--- src/rtl/pk_err_pkg.sv ---
package pk_err_pkg;
  localparam int ERR_N   = 7;
  localparam int B_DSZ   = 0;
  localparam int B_KSZ   = 1;
  localparam int B_CTX   = 2;
  localparam int B_MODE  = 3;
  localparam int B_ADDR  = 4;
  localparam int B_INV   = 5;
  localparam int B_SUM   = 6;

  typedef struct packed {
    logic             maskWr;
    logic [ERR_N-1:0] hit;
  } errStrobe_t;
endpackage

--- src/rtl/pk_err_detect.sv ---
module pk_err_detect
  import pk_err_pkg::*;
#(
  parameter int ADDR_W    = 8,
  parameter int DATA_W    = 32,
  parameter int A_MODE    = 0,
  parameter int A_KSZ     = 1,
  parameter int A_DSZ     = 2,
  parameter int A_MASK    = 3,
  parameter int A_STAT    = 4,
  parameter int KEY_BASE  = 16,
  parameter int KEY_WORDS = 16,
  parameter int KEY_MIN   = 1,
  parameter int KEY_MAX   = 256,
  parameter int DSZ_MIN   = 97,
  parameter int DSZ_MAX   = 2048,
  parameter int OP_W      = 4,
  parameter int OP_COUNT  = 9
) (
  input  logic              busWr,
  input  logic              busRd,
  input  logic [ADDR_W-1:0] busAddr,
  input  logic [DATA_W-1:0] busData,
  input  logic              coreBusy,
  input  logic              invZero,
  input  logic              intFault,
  output errStrobe_t        strobe
);
  localparam int KEY_LAST = KEY_BASE + KEY_WORDS - 1;

  logic isMode, isKsz, isDsz, isMask, isStat, isKey, isLegal, isCtxReg;
  logic opBad, rsvBad;

  always_comb begin
    isMode   = busAddr == ADDR_W'(A_MODE);
    isKsz    = busAddr == ADDR_W'(A_KSZ);
    isDsz    = busAddr == ADDR_W'(A_DSZ);
    isMask   = busAddr == ADDR_W'(A_MASK);
    isStat   = busAddr == ADDR_W'(A_STAT);
    isKey    = (busAddr >= ADDR_W'(KEY_BASE)) && (busAddr <= ADDR_W'(KEY_LAST));
    isLegal  = isMode | isKsz | isDsz | isMask | isStat | isKey;
    isCtxReg = isMode | isKsz | isDsz | isKey;
    opBad    = busData[OP_W-1:0] >= OP_W'(OP_COUNT);
    rsvBad   = |busData[DATA_W-1:OP_W];
  end

  always_comb begin
    strobe             = '0;
    strobe.maskWr      = busWr & isMask;
    strobe.hit[B_DSZ]  = busWr & isDsz & ((busData < DATA_W'(DSZ_MIN)) | (busData > DATA_W'(DSZ_MAX)));
    strobe.hit[B_KSZ]  = busWr & isKsz & ((busData < DATA_W'(KEY_MIN)) | (busData > DATA_W'(KEY_MAX)));
    strobe.hit[B_CTX]  = busWr & coreBusy & isCtxReg;
    strobe.hit[B_MODE] = busWr & isMode & (opBad | rsvBad);
    strobe.hit[B_ADDR] = (busWr | busRd) & ~isLegal;
    strobe.hit[B_INV]  = invZero;
    strobe.hit[B_SUM]  = intFault;
  end
endmodule

--- src/rtl/pk_err_status.sv ---
module pk_err_status
  import pk_err_pkg::*;
#(
  parameter int STAT_W = 8
) (
  input  logic              clk,
  input  logic              rstN,
  input  errStrobe_t        strobe,
  input  logic [ERR_N-1:0]  maskData,
  output logic [ERR_N-1:0]  maskQ,
  output logic [STAT_W-1:0] statusOut,
  output logic              errIrq,
  output logic              haltReq
);
  localparam int RSV_W = STAT_W - ERR_N;

  logic [ERR_N-1:0] statQ;
  logic             anyEnabled;

  assign anyEnabled = |(strobe.hit[ERR_N-2:0] & ~maskQ[ERR_N-2:0]);

  always_ff @(posedge clk or negedge rstN) begin
    if (!rstN)              maskQ <= '0;
    else if (strobe.maskWr) maskQ <= maskData;
  end

  for (genvar i = 0; i < ERR_N - 1; i++) begin : g_bit
    always_ff @(posedge clk or negedge rstN) begin
      if (!rstN)         statQ[i] <= 1'b0;
      else if (maskQ[i]) statQ[i] <= 1'b0;
      else               statQ[i] <= statQ[i] | strobe.hit[i];
    end
  end

  always_ff @(posedge clk or negedge rstN) begin
    if (!rstN)               statQ[B_SUM] <= 1'b0;
    else if (maskQ[B_SUM])   statQ[B_SUM] <= 1'b0;
    else                     statQ[B_SUM] <= statQ[B_SUM] | strobe.hit[B_SUM] | anyEnabled;
  end

  assign statusOut = {{RSV_W{1'b0}}, statQ};
  assign errIrq    = |statQ;
  assign haltReq   = |statQ;
endmodule

--- src/rtl/pk_err_monitor.sv ---
module pk_err_monitor
  import pk_err_pkg::*;
#(
  parameter int ADDR_W = 8,
  parameter int DATA_W = 32,
  parameter int STAT_W = 8
) (
  input  logic              clk,
  input  logic              rstN,
  input  logic              busWr,
  input  logic              busRd,
  input  logic [ADDR_W-1:0] busAddr,
  input  logic [DATA_W-1:0] busData,
  input  logic              coreBusy,
  input  logic              invZero,
  input  logic              intFault,
  output logic [STAT_W-1:0] statusOut,
  output logic              errIrq,
  output logic              haltReq
);
  errStrobe_t       strobe;
  logic [ERR_N-1:0] maskQ;

  pk_err_detect #(.ADDR_W(ADDR_W), .DATA_W(DATA_W)) u_detect (
    .busWr(busWr), .busRd(busRd), .busAddr(busAddr), .busData(busData),
    .coreBusy(coreBusy), .invZero(invZero), .intFault(intFault), .strobe(strobe)
  );

  pk_err_status #(.STAT_W(STAT_W)) u_status (
    .clk(clk), .rstN(rstN), .strobe(strobe), .maskData(busData[ERR_N-1:0]),
    .maskQ(maskQ), .statusOut(statusOut), .errIrq(errIrq), .haltReq(haltReq)
  );
endmodule

--- config.mk ---
export PLATFORM = sky130hd
export DESIGN_NAME = pk_err_monitor
export DESIGN_NICKNAME = d
export VERILOG_FILES = /design/src/rtl/pk_err_pkg.sv /design/src/rtl/pk_err_detect.sv /design/src/rtl/pk_err_status.sv /design/src/rtl/pk_err_monitor.sv
export SDC_FILE = /design/constraint.sdc
export NUM_CORES = 1
export LEC_CHECK = 0
export ABC_AREA = 1
export BUFFER_PORTS_ARGS = -buffer_cell sky130_fd_sc_hd__buf_4
export CAP_MARGIN = 20
export CORE_MARGIN = 2
export CORE_UTILIZATION = 30
export CTS_CLUSTER_DIAMETER = 150
export CTS_CLUSTER_SIZE = 8
export DETAILED_ROUTE_END_ITERATION = 8
export HOLD_SLACK_MARGIN = 0.12
export MAX_ROUTING_LAYER = met4
export PLACE_DENSITY = 0.63
export RECOVER_POWER = 100
export SLEW_MARGIN = 10
export SYNTH_ARGS = -nofsm -noshare
export SYNTH_HDL_FRONTEND = slang
export SYNTH_SLANG_ARGS = --single-unit
export TNS_END_PERCENT = 20
--- constraint.sdc ---
create_clock -name clk -period 1.9 [get_ports clk]
set_input_delay 0.095 -clock clk [delete_from_list [all_inputs] [get_ports clk]]
set_output_delay 0.095 -clock clk [all_outputs]
set_load 0.01 [all_outputs]
==> metrics.md, run 1 <==
| Metric | Value |
|---|---|
| Status | `finished, final reports clean` |
| Setup WS post-layout | `477 ps` |
| Syn_nets | `198` |
| Area grow syn2layout | `51.6%` |
| Area of the die | `3770 um2` |
| Fill count | `353` |
| Synthesized area | `990 um2` |
| Startpoint types | `input port` |
| Synth Instances | `151` |
| Share of the synthesized area in the top cell type | `35.4%` |
| Min Tclk post-route | `1420 ps` |
| CTS Buffer Depth | `2` |
| Post-synthesis sequential area ratio | `35.4%` |
| Post-synth top flop | `dfrtp_1` |
| PD cells | `548 nW/um2` |
| Synth Area per Inst | `6.55 um2` |
| Top-count cell post-synth | `nor2_1` |
| Hold WS | `162 ps` |
| Nets | `264` |
| Compound-cell area share of the yosys netlist | `5.69%` |
| Fmax | `703 MHz` |
| Unrepaired setup endpoints after global routing | `false` |
| Crit Path Category | `in -> reg` |
| ANT cells | `0` |
| Final hold viol count | `0` |
| Largest net degree at the start of global routing | `15` |
| Leading area contributor after synthesis | `dfrtp_1` |
| Critical Path End Type | `flop` |
| Clock slew at reported path FFs | `80 ps` |
| Hold Startpoint | `busWr` |
| Layout cells sized above 1 | `25.5%` |
| Peak supply drop | `0.197 mV` |
| Core area | `3100 um2` |
| Worst-margin pin slew | `741 ps` |
| Setup slack at placement | `658 ps` |
| Crit-path max FO | `4` |
| Synth cell count leaders | `nor2_1 (43), nand2_1 (29), inv_1 (21), dfrtp_1 (14), nand3_1 (10)` |
| Worst-Skew Late Latency | `290 ps` |
| Post-DP HPWL | `2130 um` |
| Die width | `61.4 um` |
| CTS buffer count | `3` |
| Adder-cell area share of the yosys netlist | `0%` |
| Final setup viols | `0` |
| Max Cap Viol | `0` |
| First drt pass iteration count | `4` |
| Wire per inst | `9.90 um` |
| Number of clock sinks | `14` |
| Crit path arrival time | `1600 ps` |
| Post-synth EDFFs | `0` |
| Max-slew violations | `0` |
| P_leak | `0.000740 uW` |
| Synth Area in Simple Gates | `43.4%` |
| CTS tree | `done` |
| RePlAce Congestion | `0.809` |
| Worst Hold Class | `in -> reg` |
| IO Port Bufs | `55` |
| Post-route ant nets | `0` |
| WP data required | `2080 ps` |
| Yosys warning count | `0` |
| Setup TNS | `0 ps` |
| Initial drt markers | `39` |
| Via density | `4.37` |
| Ranking of synthesized cells by area | `dfrtp_1 (35%), nor2_1 (16%), nand2_1 (11%)` |
| #FFs+latches synth | `14` |
| Routed vias | `1,135` |
| Starting Density | `31.9%` |
| H-tree levels | `1` |
| Max_slew headroom | `50.6%` |
| Mux cell area share after synthesis | `4.17%` |
| CP startpoint | `busData[5]` |
| I/O pins | `57` |
| Post-synthesis xor/xnor area fraction | `0%` |
| Remaining Overflow, GRT | `0` |
| Worst r2r src | `u_status.statusOut[6]` |
| Global-route usage over all layers | `15.7%` |
| FFs w/ async S/R, synth | `100%` |
| Skew final | `7.77 ps` |
| Chip Height | `61.4 um` |
| Post-Route WL | `2570 um` |
| Vias in the first global route | `1,101` |
| Fin util | `48.3%` |
| Post-synthesis cell type count | `24` |
| Post-CTS Setup Bufs | `0` |
| Std cell rows | `20` |
| Antenna violations before repair | `0` |
| Global-route wire length before repair | `4280 um` |
| Largest family of logic cells by synthesized area | `simple AND/OR/NAND/NOR gates` |
| Clock root cell | `clkbuf_4` |
| Period utilization | `74.9%` |
| Drt drc | `0` |
-- state kept, by name, indices dropped and copies added (netlist names) --
name,count
u_status.maskQ,7
u_status.statusOut,7
-- per-layer routing --
| layer | share of wire (%) | global-route usage (%) |
|---|---|---|
| met5 | 0 | - |
| met4 | 0.82 | 4.56 |
| met2 | 49 | 29.5 |
| met3 | 7.2 | 1.89 |
| met1 | 43 | 17.3 |
-- kinds of logic after synthesis --
family / Yosys count
multiplexers: 3
buffers and inverters: 25
flip-flops: 14
AO/OA/AOI/OAI: 11
AND/OR/NAND/NOR: 97
other: 1
-- stage by stage --
step           area (um2)  total power (uW)  cells
3_3_place_gp         1430               628    247
6_report             1500               822    260
2_1_floorplan         990               469    151
3_5_place_dp         1430               635    247
5_1_grt              1500               878    260
4_1_cts              1560               870    260
-- cell type report --
cell class                      instances  area, um2  share of cell area, %
Clock buffer                            4       36.3                   2.42
Timing Repair Buffer                   64        462                   30.8
Inverter                               22       82.6                   5.50
Multi-Input combinational cell        112        514                   34.3
Sequential cell                        14        350                   23.4
Tap cell                               44       55.1                   3.67
-- placed cells by master (no fill, tap or decap) --
master / instances
nor2_1: 44
buf_4: 42
nand2_1: 29
inv_1: 21
dfrtp_1: 14
clkbuf_1: 11
nand3_1: 10
o21ai_0: 9
dlygate4sd3_1: 9
clkbuf_4: 5
nor4_1: 3
nand4_1: 2
nor2_2: 2
nor3_1: 2
mux2_1: 2
nor2_4: 1
nand2_2: 1
inv_2: 1
nor3b_1: 1
nand3b_1: 1
a21oi_1: 1
o22ai_1: 1
nor3_2: 1
mux2_2: 1
conb_1: 1
clkbuf_8: 1
-- what timing repair did --
| action | CTS | global route |
|---|---|---|
| resized for setup | 0 | 0 |
| hold endpoints to repair | 22 | 0 |
| hold buffers | 9 | 0 |
-- critical path, stage by stage --
cell and delay [ps]:
dlygate4sd3_1 530, clkbuf_1 130, nor2_1 110, nand2_1 70, nor2_1 190, nand3_1 100, nand2_1 70, nand2_1 60
nand2_1 80, nand3_1 80, nand2_1 60, inv_1 30
-- final timing paths --
path                       slack, ps                     to  cells past startpoint
max                              480  u_status.statusOut[6]                     12
min                              160  u_status.statusOut[3]                      3
max reg2reg                      770  u_status.statusOut[6]                      8
min reg2reg                      460  u_status.statusOut[5]                      1
max in group asynchronous       1050      u_status.maskQ[4]                      2
min in group asynchronous        370  u_status.statusOut[4]                      2
-- where the power goes --
part           total (uW)  leakage [uW]  internal, uW  switching (uW)
sequential            369      0.000173           342            27.3
clock                 217     0.0000210           117             101
combinational         235      0.000546           118             117
No activity file was read; power rests on OpenSTA's default activity.
==> run 2: changes to the inputs <==
--- a/config.mk
+++ b/config.mk
@@ -15,7 +15,7 @@
 export DETAILED_ROUTE_END_ITERATION = 8
 export HOLD_SLACK_MARGIN = 0.12
 export MAX_ROUTING_LAYER = met4
-export PLACE_DENSITY = 0.63
+export PLACE_DENSITY = 0.66
 export RECOVER_POWER = 100
 export SLEW_MARGIN = 10
 export SYNTH_ARGS = -nofsm -noshare
==> constraint.sdc (replaced) <==
create_clock -name clk -period 1.25 [get_ports clk]
set_input_delay 0.0625 -clock clk [delete_from_list [all_inputs] [get_ports clk]]
set_output_delay 0.0625 -clock clk [all_outputs]
set_load 0.01 [all_outputs]
==> run 2 against run 1 <==
Against the previous run:
- the flow now finishes with violations (setup timing)
- clock power increased by 11%
- total power increased by 46%
- worst hold slack got worse by 1.8 ps
- critical endpoint is now haltReq
- clock-buffer cell count decreased by 1
- final area increased by 3.7%
- first-iteration DRC count decreased by 28%
- sequential cell count unchanged
- global-route usage decreased by 0.28 points
- worst setup slack got worse by 530 ps
- sequential share of layout area decreased by 0.83 points
==> metrics.md, run 2 (same netlist as run 1, synthesis figures left out) <==
| Metric | Value |
|---|---|
| Layout cells sized above 1 | `28.8% (was 25.5%)` |
| WP data required | `1190 ps (was 2080 ps)` |
| Vias in the first global route | `1,111 (was 1,101)` |
| Clock slew at reported path FFs | `70 ps (was 80 ps)` |
| Unrepaired setup endpoints after global routing | `true (was false)` |
| Fin util | `50.1% (was 48.3%)` |
| Drt drc | `0 (unchanged)` |
| Number of clock sinks | `14 (unchanged)` |
| RePlAce Congestion | `0.791 (was 0.809)` |
| Largest net degree at the start of global routing | `15 (unchanged)` |
| Die width | `61.4 um (unchanged)` |
| Skew final | `0.393 ps (was 7.77 ps)` |
| WL met1 | `1160 um (was 1100 um)` |
| Max-slew violations | `0 (unchanged)` |
| IO Port Bufs | `55 (unchanged)` |
| Period utilization | `104%` |
| CTS Buffer Depth | `2 (unchanged)` |
| CTS tree | `done (unchanged)` |
| Critical Path End Type | `output port (was flop)` |
| Remaining Overflow, GRT | `0 (unchanged)` |
| Area of the die | `3770 um2 (unchanged)` |
| Min Tclk post-route | `1310 ps` |
| Clock root cell | `clkbuf_4 (unchanged)` |
| Worst reg2reg setup slack | `130 ps (was 770 ps)` |
| Post-route ant nets | `0 (unchanged)` |
| Final hold viol count | `0 (unchanged)` |
| Fmax | `766 MHz` |
| Max_slew headroom | `49.5% (was 50.6%)` |
| Final Cell Area | `1560 um2 (was 1500 um2)` |
| Dpl cell area | `1460 um2 (was 1430 um2)` |
| DR WL met3 | `182 um (was 184 um)` |
| P_leak | `0.000775 uW (was 0.000740 uW)` |
| Crit Path Category | `reg -> out (was in -> reg)` |
| Failing checks | `setup timing` |
| Most frequent cells in the layout | `buf_4 (51), nor2_1 (43), nand2_1 (29), inv_1 (21), dfrtp_1 (14) (was nor2_1 (44), buf_4 (42), nand2_1 (29), inv_1 (21), dfrtp_1 (14))` |
| ANT cells | `0 (unchanged)` |
| Top Metal Used | `met4 (unchanged)` |
| Global-route usage over all layers | `15.4% (was 15.7%)` |
| Starting Density | `31.9% (unchanged)` |
| Nets | `271 (was 264)` |
| Most common cell after layout, fill and taps aside | `buf_4 (was nor2_1)` |
| Chip Height | `61.4 um (unchanged)` |
| Antenna violations before repair | `0 (unchanged)` |
| PD cells | `771 nW/um2 (was 548 nW/um2)` |
| Startpoint types | `flop (was input port)` |
| Met2 wire length | `1190 um (was 1260 um)` |
| Worst Hold Class | `in -> reg (unchanged)` |
| Max Cap Viol | `0 (unchanged)` |
| H-tree levels | `1 (unchanged)` |
| Initial drt markers | `28 (was 39)` |
| Std cell rows | `20 (unchanged)` |
| Worst-Skew Late Latency | `270 ps (was 290 ps)` |
| Wire per inst | `9.61 um (was 9.90 um)` |
| Final setup viols | `2 (was 0)` |
| Total power | `1200 uW (was 822 uW)` |
| Post-Route WL | `2560 um (was 2570 um)` |
| Core area | `3100 um2 (unchanged)` |
| Area grow syn2layout | `57.1% (was 51.6%)` |
| Crit-path max FO | `2 (was 4)` |
| CTS buffer count | `3 (unchanged)` |
| I/O pins | `57 (unchanged)` |
| Status | `complete, but fails checks (was finished, final reports clean)` |
| Worst-margin pin slew | `758 ps (was 741 ps)` |
| Post-DP HPWL | `2170 um (was 2130 um)` |
| Peak supply drop | `0.243 mV (was 0.197 mV)` |
| First drt pass iteration count | `4 (unchanged)` |
| Via density | `4.36 (was 4.37)` |
| Routed vias | `1,161 (was 1,135)` |
| Global-route wire length before repair | `4210 um (was 4280 um)` |
| Crit path arrival time | `1240 ps (was 1600 ps)` |
| Setup WS post-layout | `-55.3 ps (was 477 ps)` |
-- run 2: cell types whose count changed in the layout (fill, tap and decap cells not counted) --
cell / change
buf_4: +9
clkbuf_1: -3
clkbuf_8: -1
dlygate4sd3_1: +1
nor2_1: -1
nor2_2: +1
-- run 2: worst max-delay path, stage by stage (launching register included) --
cell     delay [ps]
dfrtp_1         380
nor4_1          270
nand4_1         150
buf_4           180
-- run 2: final timing paths --
| path | endpoint | startpoint | cells after the start |
|---|---|---|---|
| max in group asynchronous | u_status.maskQ[1] | rstN | 2 |
| hold reg to reg | u_status.statusOut[5] | u_status.maskQ[5] | 1 |
| min in group asynchronous | u_status.statusOut[4] | rstN | 2 |
| setup / recovery | haltReq | u_status.statusOut[3] | 3 |
| setup reg to reg | u_status.statusOut[6] | u_status.statusOut[6] | 8 |
| hold / removal | u_status.statusOut[4] | busAddr[3] | 4 |
-- run 2: report_power, final --
group	total (uW)	switching, uW	internal [uW]
Sequential	557	36.7	520
Combinational	401	189	213
Clock	240	129	111
-- run 2: per-stage QoR --
stage	hold WS (ps)	worst slack, ps	std cells	TNS [ps]
floorplan	-233	131	151	0
global placement	-81.1	47.3	251	0
detailed placement	-80.7	34.0	251	0
CTS	153	-70.6	266	-141
global route	213	-138	266	-308
finish	160	-55.3	266	-110
-- run 2: layout make-up --
class | count | area [um2]
Fill cell | 355 | 1550
Timing Repair Buffer | 71 | 528
Multi-Input combinational cell | 112 | 517
Sequential cell | 14 | 350
Inverter | 22 | 82.6
Tap cell | 44 | 55.1
Clock buffer | 3 | 22.5
-- run 2: metal layers --
layer  up-vias  track usage, %
li1        611               -
met1       502            17.6
met2        46            27.7
met3         2            1.89
met4         0            5.47
met5         -               -
-- run 2: timing repair --
item                                    4_1_cts  5_1_grt
gates resized for setup                       0        2
endpoints found under the hold margin        23        0
pin swaps                                     2        1
endpoints found under the setup margin        2        4
hold buffers                                 10        0
buffers inserted                              2        0
==> run 3: changes to the inputs <==
--- a/config.mk
+++ b/config.mk
@@ -16,7 +16,6 @@
 export HOLD_SLACK_MARGIN = 0.12
 export MAX_ROUTING_LAYER = met4
 export PLACE_DENSITY = 0.66
-export RECOVER_POWER = 100
 export SLEW_MARGIN = 10
 export SYNTH_ARGS = -nofsm -noshare
 export SYNTH_HDL_FRONTEND = slang
==> constraint.sdc (replaced) <==
create_clock -name clk -period 1.2 [get_ports clk]
set_input_delay 0.06 -clock clk [delete_from_list [all_inputs] [get_ports clk]]
set_output_delay 0.06 -clock clk [all_outputs]
set_load 0.01 [all_outputs]
==> run 3 against run 2 <==
Against the previous run:
- the flow still finishes with violations (setup timing)
- sequential share of layout area is 0.92 points lower
- final area is 4.3% higher
- routed wire length decreased by 0.16%
- non-clock buffer count unchanged
- sequential power is 5.0% higher
- total power increased by 16%
- die area stayed put
- critical endpoint unchanged
==> metrics.md, run 3 (same netlist as run 1, synthesis figures left out) <==
| Metric | Value |
|---|---|
| Starting Density | `31.9% (unchanged)` |
| Layout cells sized above 1 | `35.4% (was 28.8%)` |
| Max-slew violations | `0 (unchanged)` |
| Post-DP HPWL | `2060 um (was 2170 um)` |
| Die width | `61.4 um (unchanged)` |
| Initial drt markers | `42 (was 28)` |
| Hold WS | `150 ps (was 160 ps)` |
| Largest net degree at the start of global routing | `15 (unchanged)` |
| Vias in the first global route | `1,056 (was 1,111)` |
| Failing checks | `setup timing (unchanged)` |
| Routed vias | `1,185 (was 1,161)` |
| Core area | `3100 um2 (unchanged)` |
| Via density | `4.44 (was 4.36)` |
| Fill count | `328 (was 355)` |
| Antenna violations before repair | `0 (unchanged)` |
| First drt pass iteration count | `6 (was 4)` |
| Clock root cell | `clkbuf_4 (unchanged)` |
| Crit path arrival time | `1260 ps (was 1240 ps)` |
| Global-route usage over all layers | `14.6% (was 15.4%)` |
| CTS tree | `done (unchanged)` |
| Unrepaired setup endpoints after global routing | `true (unchanged)` |
| Remaining Overflow, GRT | `0 (unchanged)` |
| WP data required | `1140 ps (was 1190 ps)` |
| Fmax | `760 MHz` |
| Crit Path Category | `reg -> out (unchanged)` |
| Std cell rows | `20 (unchanged)` |
| Skew final | `5.34 ps (was 0.393 ps)` |
| Drt drc | `0 (unchanged)` |
| Status | `complete, but fails checks (unchanged)` |
| ANT cells | `0 (unchanged)` |
| Period utilization | `110%` |
| Chip Height | `61.4 um (unchanged)` |
| Final hold viol count | `0 (unchanged)` |
| H-tree levels | `1 (unchanged)` |
| CTS Buffer Depth | `2 (unchanged)` |
| Area grow syn2layout | `63.8% (was 57.1%)` |
| Max Cap Viol | `0 (unchanged)` |
| CP startpoint | `u_status.statusOut[3] (unchanged)` |
| Post-route ant nets | `0 (unchanged)` |
| Most frequent cells in the layout | `buf_4 (62), nor2_1 (43), nand2_1 (29), inv_1 (21), dfrtp_1 (14) (was buf_4 (51), nor2_1 (43), nand2_1 (29), inv_1 (21), dfrtp_1 (14))` |
| Setup WS post-layout | `-117 ps (was -55.3 ps)` |
| Post-Route WL | `2550 um (was 2560 um)` |
| Crit-path max FO | `2 (unchanged)` |
| Global-route wire length before repair | `4050 um (was 4210 um)` |
| Number of clock sinks | `14 (unchanged)` |
| I/O pins | `57 (unchanged)` |
| Worst r2r src | `u_status.statusOut[6] (unchanged)` |
| IO Port Bufs | `55 (unchanged)` |
| Placed Cells | `252 (was 251)` |
| Clock slew at reported path FFs | `90 ps (was 70 ps)` |
| Wire per inst | `9.56 um (was 9.61 um)` |
| CTS buffer count | `3 (unchanged)` |
| Worst-Skew Late Latency | `270 ps (about the same)` |
| Setup slack at placement | `0.516 ps (was 34.0 ps)` |
| P_leak | `0.000824 uW (was 0.000775 uW)` |
| Fin cells | `267 (was 266)` |
| Peak supply drop | `0.318 mV (was 0.243 mV)` |
| Min Tclk post-route | `1320 ps` |
| Final setup viols | `2 (unchanged)` |
| Setup TNS | `-233 ps (was -110 ps)` |
| Most common cell after layout, fill and taps aside | `buf_4 (unchanged)` |
| Critical Path End Type | `output port (unchanged)` |
| PD cells | `855 nW/um2 (was 771 nW/um2)` |
| Area of the die | `3770 um2 (unchanged)` |
| RePlAce Congestion | `0.753 (was 0.791)` |
| Nets | `271 (unchanged)` |
| Worst Hold Class | `in -> reg (unchanged)` |
| Hold Startpoint | `busAddr[3] (unchanged)` |
| Startpoint types | `flop (unchanged)` |
run 3: cell count changes in the layout (fill, tap and decap cells not counted), moves of 2 or more:
cell | previous run | this run
clkbuf_4 | 5 | 3
clkbuf_1 | 8 | 0
buf_4 | 51 | 62
mux2_1 | 2 | 0
mux2_4 | 0 | 2
run 3: routing by layer:
layer / share of wire (%) / global-route usage [%]
met2: 46 / 25.2
met3: 7.8 / 1.89
met5: 0 / -
met4: 0.39 / 2.74
met1: 46 / 18.5
run 3: power by group:
part / total (uW) / internal [uW] / switching, uW
logic: 466 / 264 / 202
clock network: 336 / 184 / 151
registers: 585 / 542 / 43.1
total: 1390 / 990 / 396
run 3: metrics by stage:
step / cell area (um2) / total power, uW / utilization (%)
after floorplan: 990 / 742 / -
after global placement: 1470 / 1000 / 47.3
after detailed placement: 1470 / 1010 / 47.3
after CTS: 1610 / 1380 / 51.9
after global routing: 1620 / 1480 / 52.3
final: 1620 / 1390 / 52.3
run 3: area by class of cell:
| cell class | count | area [um2] | area share [%] |
|---|---|---|---|
| Clock buffer | 4 | 36.3 | 2.24 |
| Tap cell | 44 | 55.1 | 3.40 |
| Timing Repair Buffer | 71 | 556 | 34.3 |
| Multi-Input combinational cell | 112 | 542 | 33.4 |
| Sequential cell | 14 | 350 | 21.6 |
| Inverter | 22 | 82.6 | 5.09 |
run 3: critical path, stage by stage (launching register included):
cell and delay [ps]:
dfrtp_1 400, nor4_2 280, nand4_1 140, buf_4 170
run 3: timing repair:
item                                   in CTS  in global routing
endpoints found under the hold margin      22                  0
resized for setup                           0                  3
setup endpoints to repair                   2                  4
cloned                                      0                  0
buffers inserted                            2                  0
pin swaps                                   2                  1
hold buffers                                9                  0
run 3: path summary, 6_finish.rpt:
| path | endpoint | slack, ps | cells past startpoint |
|---|---|---|---|
| worst max-delay path | haltReq | -120 | 3 |
| worst min register to register | u_status.statusOut[5] | 480 | 1 |
| worst min-delay path | u_status.statusOut[4] | 150 | 4 |
| min in group asynchronous | u_status.statusOut[4] | 160 | 2 |
| worst max register to register | u_status.statusOut[6] | 100 | 8 |
| max in group asynchronous | u_status.maskQ[5] | 870 | 2 |
